==> src/rtl/slf_pkg.sv <==
package slf_pkg;
    typedef enum logic {
        ST_IDLE = 1'b0,
        ST_HOLD = 1'b1
    } slf_state_e;
endpackage

==> src/rtl/slf_sync.sv <==
module slf_sync #(
    parameter int   STAGES    = 2,
    parameter logic RESET_LVL = 1'b1
) (
    input  logic clk,
    input  logic rst_n,
    input  logic d_async,
    output logic q_sync,
    output logic rise,
    output logic fall
);
    logic [STAGES-1:0] chain_q;
    logic              prev_q;

    generate
        for (genvar i = 0; i < STAGES; i++) begin : g_stage
            if (i == 0) begin : g_first
                always_ff @(posedge clk or negedge rst_n) begin
                    if (!rst_n) chain_q[0] <= RESET_LVL;
                    else        chain_q[0] <= d_async;
                end
            end else begin : g_next
                always_ff @(posedge clk or negedge rst_n) begin
                    if (!rst_n) chain_q[i] <= RESET_LVL;
                    else        chain_q[i] <= chain_q[i-1];
                end
            end
        end
    endgenerate

    always_ff @(posedge clk or negedge rst_n) begin
        if (!rst_n) prev_q <= RESET_LVL;
        else        prev_q <= chain_q[STAGES-1];
    end

    assign q_sync = chain_q[STAGES-1];
    assign rise   = chain_q[STAGES-1] & ~prev_q;
    assign fall   = ~chain_q[STAGES-1] & prev_q;
endmodule

==> src/rtl/slf_hold_timer.sv <==
module slf_hold_timer #(
    parameter int TICKS = 3
) (
    input  logic clk,
    input  logic rst_n,
    input  logic restart,
    input  logic run,
    input  logic tick,
    output logic expire
);
    localparam int CW = $clog2(TICKS + 1);
    localparam logic [CW-1:0] LAST = CW'(TICKS - 1);

    logic [CW-1:0] cnt_q;

    assign expire = run & tick & ~restart & (cnt_q == LAST);

    always_ff @(posedge clk or negedge rst_n) begin
        if (!rst_n)             cnt_q <= '0;
        else if (restart || !run) cnt_q <= '0;
        else if (tick)          cnt_q <= expire ? '0 : cnt_q + 1'b1;
    end
endmodule

==> src/rtl/sleepline_filter.sv <==
module sleepline_filter
    import slf_pkg::*;
#(
    parameter int HOLD_TICKS  = 3,
    parameter int SYNC_STAGES = 2
) (
    input  logic clk,
    input  logic rst_n,
    input  logic tick_1ms,
    input  logic line_raw,
    output logic line_filt,
    output logic line_evt
);
    slf_state_e state_q, state_d;
    logic sync_lvl, rise, fall, expire;
    logic ok_q, evt_q;

    slf_sync #(
        .STAGES    (SYNC_STAGES),
        .RESET_LVL (1'b1)
    ) u_sync (
        .clk     (clk),
        .rst_n   (rst_n),
        .d_async (line_raw),
        .q_sync  (sync_lvl),
        .rise    (rise),
        .fall    (fall)
    );

    slf_hold_timer #(
        .TICKS (HOLD_TICKS)
    ) u_timer (
        .clk     (clk),
        .rst_n   (rst_n),
        .restart (rise),
        .run     (state_q == ST_HOLD),
        .tick    (tick_1ms),
        .expire  (expire)
    );

    always_comb begin
        state_d = state_q;
        unique case (state_q)
            ST_IDLE: if (rise) state_d = ST_HOLD;
            ST_HOLD: begin
                if (rise)        state_d = ST_HOLD;
                else if (expire) state_d = ST_IDLE;
            end
            default: state_d = ST_IDLE;
        endcase
    end

    always_ff @(posedge clk or negedge rst_n) begin
        if (!rst_n) state_q <= ST_IDLE;
        else        state_q <= state_d;
    end

    always_ff @(posedge clk or negedge rst_n) begin
        if (!rst_n) begin
            ok_q  <= 1'b1;
            evt_q <= 1'b0;
        end else begin
            evt_q <= 1'b0;
            unique case (state_q)
                ST_IDLE: begin
                    if (fall) begin
                        ok_q  <= 1'b0;
                        evt_q <= 1'b1;
                    end
                end
                ST_HOLD: begin
                    if (!rise && expire && sync_lvl) begin
                        ok_q  <= 1'b1;
                        evt_q <= 1'b1;
                    end
                end
                default: evt_q <= 1'b0;
            endcase
        end
    end

    assign line_filt = sync_lvl & ok_q;
    assign line_evt  = evt_q;
endmodule

==> config.mk <==
export PLATFORM = sky130hd
export DESIGN_NAME = sleepline_filter
export DESIGN_NICKNAME = d
export VERILOG_FILES = /design/src/rtl/slf_pkg.sv /design/src/rtl/slf_sync.sv /design/src/rtl/slf_hold_timer.sv /design/src/rtl/sleepline_filter.sv
export SDC_FILE = /design/constraint.sdc
export NUM_CORES = 1
export LEC_CHECK = 0
export BUFFER_PORTS_ARGS = -buffer_cell sky130_fd_sc_hd__buf_2
export CAP_MARGIN = 20
export CORE_AREA = 2 2 39 41
export DETAILED_ROUTE_END_ITERATION = 10
export DIE_AREA = 0 0 41 43
export GPL_TIMING_DRIVEN = 0
export PLACE_DENSITY = 0.43
export SYNTH_ARGS = -nofsm -noshare
export SYNTH_HDL_FRONTEND = slang
export SYNTH_SLANG_ARGS = --single-unit
==> constraint.sdc <==
create_clock -name clk -period 1.3 [get_ports clk]
set_clock_uncertainty 0.05 [all_clocks]
set_input_delay 0.065 -clock clk [delete_from_list [all_inputs] [get_ports clk]]
set_output_delay 0.065 -clock clk [all_outputs]
set_load 0.02 [all_outputs]
==> flow_metrics.env <==
export IMPL_synthTopCellsByCount="nand2_1, dfrtp_1, dfstp_2"
export IMPL_p_leak_nw=0.1854
export IMPL_cts_root_buf="clkbuf_4"
export IMPL_num_antenna_cells=0
export IMPL_insertion_delay_ns=0.25
export IMPL_switchingPower_mw=0.1902
export IMPL_drt_pass1_iterations=2
export IMPL_synth_mux_area_fraction_pct=0
export IMPL_cp_end_kind="output pin"
export IMPL_drc=0
export IMPL_layout_cells_non_filler=54
export IMPL_setup_viol=0
export IMPL_synth_nets=31
export IMPL_synth_simple_area_share_pct=21.14
export IMPL_synth_distinct_cells=14
export IMPL_placed_cells=48
export IMPL_power_internal_mw=0.4864
export IMPL_relSlewSlack_pct=87.15
export IMPL_clkPwrFrac_pct=30.4
export IMPL_start_kind="flop"
export IMPL_wirelength_microns=543
export IMPL_critical_path_cell_chain="and2_1 -> buf_2"
export IMPL_slowest_delay_ns=0.57
export IMPL_cp_max_fo=6
export IMPL_synth_top_cell_by_area="dfstp_2"
export IMPL_cts_path_max_buffers=2
export IMPL_synth_area_sq_um=307.8
export IMPL_sequentialPowerShare_pct=52.7
export IMPL_grt_overflow=0
export IMPL_synth_compound_gate_area_share_pct=9.756
export IMPL_synth_edf_count=0
export IMPL_start_util_pct=22.24
export IMPL_yosys_warnings=0
export IMPL_cts_inserted_buffers=3
export IMPL_cts_repair_resized=0
export IMPL_rsz0062_at_grt="no"
export IMPL_routedWlPerCell_microns=10.06
export IMPL_grt_max_degree=9
export IMPL_syn_area_per_cell_sq_um=11.40
export IMPL_tightest_slew_ns=0.1912
export IMPL_drtIter0Drc=1
export IMPL_path_clk_slew_ns=0.06
export IMPL_ys_seq_elements=8
export IMPL_drive_gt1_share_pct=31.58
export IMPL_fin_nets=43
export IMPL_hold_viol_final=0
export IMPL_place_hpwl_microns=382.5
export IMPL_coreArea_sq_mm=0.001384
export IMPL_die_h_microns=43
export IMPL_pwr_share_comb_pct=16.9
export IMPL_period_needed_ns=1.212
export IMPL_avgViaCountPerCell=4.019
export IMPL_peakVddDrop_v=0.0005287
export IMPL_drv_slew=0
export IMPL_syn2layout_area_growth_pct=29.67
export IMPL_grt_pass1_wl_microns=945
export IMPL_cts_tree="built"
export IMPL_synthCells=27
export IMPL_io_pins=6
export IMPL_num_rows=14
export IMPL_fin_crit_sh_pct=93.20
export IMPL_synth_top_family_by_area="simple AND/OR/NAND/NOR gates"
export IMPL_required_ns=1.19
export IMPL_cpMaxStageDelayCell="dfstp_2"
export IMPL_max_freq_ghz=0.8254
export IMPL_die_area_sq_mm=0.001763
export IMPL_powerDensity_mw_per_mm2=1695
export IMPL_multi_input_area_sq_um=95.09
export IMPL_synthArstFlopShare_pct=100.0
export IMPL_ant_nets=0
export IMPL_critPathKind="reg2out"
export IMPL_synth_top_cells_by_area="dfstp_2, dfrtp_1, nand2_1"
export IMPL_p_sw_share_pct=28.11
export IMPL_seq_area_frac_synth_pct=66.67
export IMPL_drv_cap=0
export IMPL_routabilityCongestion=0.7718
export IMPL_clock_sinks=8
export IMPL_num_vias=217
export IMPL_synth_fa_ha_area_share_pct=0
export IMPL_yosysTopAreaCellShare_pct=34.15
export IMPL_yosys_cell_count_top_type="nand2_1"
export IMPL_fp_dieW_microns=41
export IMPL_ys_flop_type="dfstp_2"
export IMPL_seqCellArea_sq_um=205.2
export IMPL_grt_pass1_vias=221
export IMPL_fill_cells=157
export IMPL_portBuffers=5
export IMPL_antenna_found_initial=0
export IMPL_synth_xor_area_share_pct=0
export IMPL_crit_arrival_ns=1.10
export IMPL_htreeDepth=1
export IMPL_grt_use_total_pct=8.907
export IMPL_fin_setup_tns_ns=0
export IMPL_hp_class="in2reg"
export IMPL_status="complete, no violations"
## final timing paths
check | start | endpoint | slack, ns | cells past startpoint
setup / recovery | u_sync.q_sync$_DFF_PN1_ | line_filt | 0.09 | 2
hold / removal | tick_1ms | u_timer.cnt_q[1]$_DFFE_PN0P_ | 0.06 | 3
min in group asynchronous | rst_n | state_q$_DFF_PN0_ | 0.13 | 2
hold reg to reg | u_sync.chain_q[0]$_DFF_PN1_ | u_sync.q_sync$_DFF_PN1_ | 0.32 | 0
setup reg to reg | u_sync.q_sync$_DFF_PN1_ | line_evt$_DFF_PN0_ | 0.21 | 3
max in group asynchronous | rst_n | ok_q$_DFFE_PN1P_ | 0.82 | 2
## power groups by stage
stage                     Combinational, mW  Sequential (mW)  Clock, mW
after floorplan                      0.0785            0.352          0
after global placement                0.110            0.357          0
after detailed placement              0.113            0.361          0
after CTS                             0.117            0.356      0.223
after global routing                  0.135            0.364      0.233
final                                 0.114            0.356      0.206
## registers in the layout (all words and copies together), names as in the netlist
name	flops
u_timer.cnt_q	2
u_sync.q_sync	1
ok_q	1
line_evt	1
state_q	1
u_sync.chain_q	1
u_sync.prev_q	1
## layout by cell type, fill, tap and decap left out
master         instances
clkbuf_1               1
inv_1                  2
nor2_1                 1
dlygate4sd3_1          2
and4b_1                1
nand2b_1               1
dfstp_2                4
buf_2                  5
dfrtp_1                4
o31ai_1                2
nand2_1                5
and2_1                 1
clkbuf_4               3
nor3b_1                1
o21ai_0                1
nand3_1                1
nand3b_1               1
a21oi_1                2
## critical path, delay by kind of cell, from the launching register on
family	cells	cell delay [ns]
DFF	1	0.57
buffers and inverters	1	0.15
and+or+nand+nor	1	0.13
## area by class of cell
cell class	instances	area share [%]
Tap cell	16	5.016
Inverter	2	1.881
Clock buffer	4	6.583
Timing Repair Buffer	7	11.29
Multi-Input combinational cell	17	23.82
Sequential cell	8	51.41
## kinds of logic after synthesis
group | Yosys count
flip-flops | 8
AND/OR/NAND/NOR | 12
AO/OA/AOI/OAI | 5
buffers and inverters | 2
## metrics by stage
stage               hold slack (ns)  setup WS [ns]  power, mW  instance area, sq um  util (%)
floorplan                   -0.2806         0.2863     0.4308                 307.8         -
global placement            -0.1374         0.2233     0.4671                 352.8     25.50
detailed placement          -0.1267         0.2246     0.4735                 352.8     25.50
CTS                         0.04657        0.07148     0.6964                 399.1     28.84
global route                0.06946        0.02628     0.7325                 399.1     28.84
finish                      0.05970        0.08845     0.6766                 399.1     28.84
## timing repair
item	in CTS	in global routing
hold endpoints to repair	9	0
hold buffers	2	0
buffers inserted	0	0
## layer usage
metal / wire (microns) / vias to the layer above / global-route usage (%)
met2: 241 / 5 / 9.063
met4: 0 / 0 / 8.000
li1: - / 114 / -
met1: 274 / 98 / 11.55
met5: 0 / - / 0
met3: 26 / 0 / 6.283
Power figures use the tool's default switching activity.
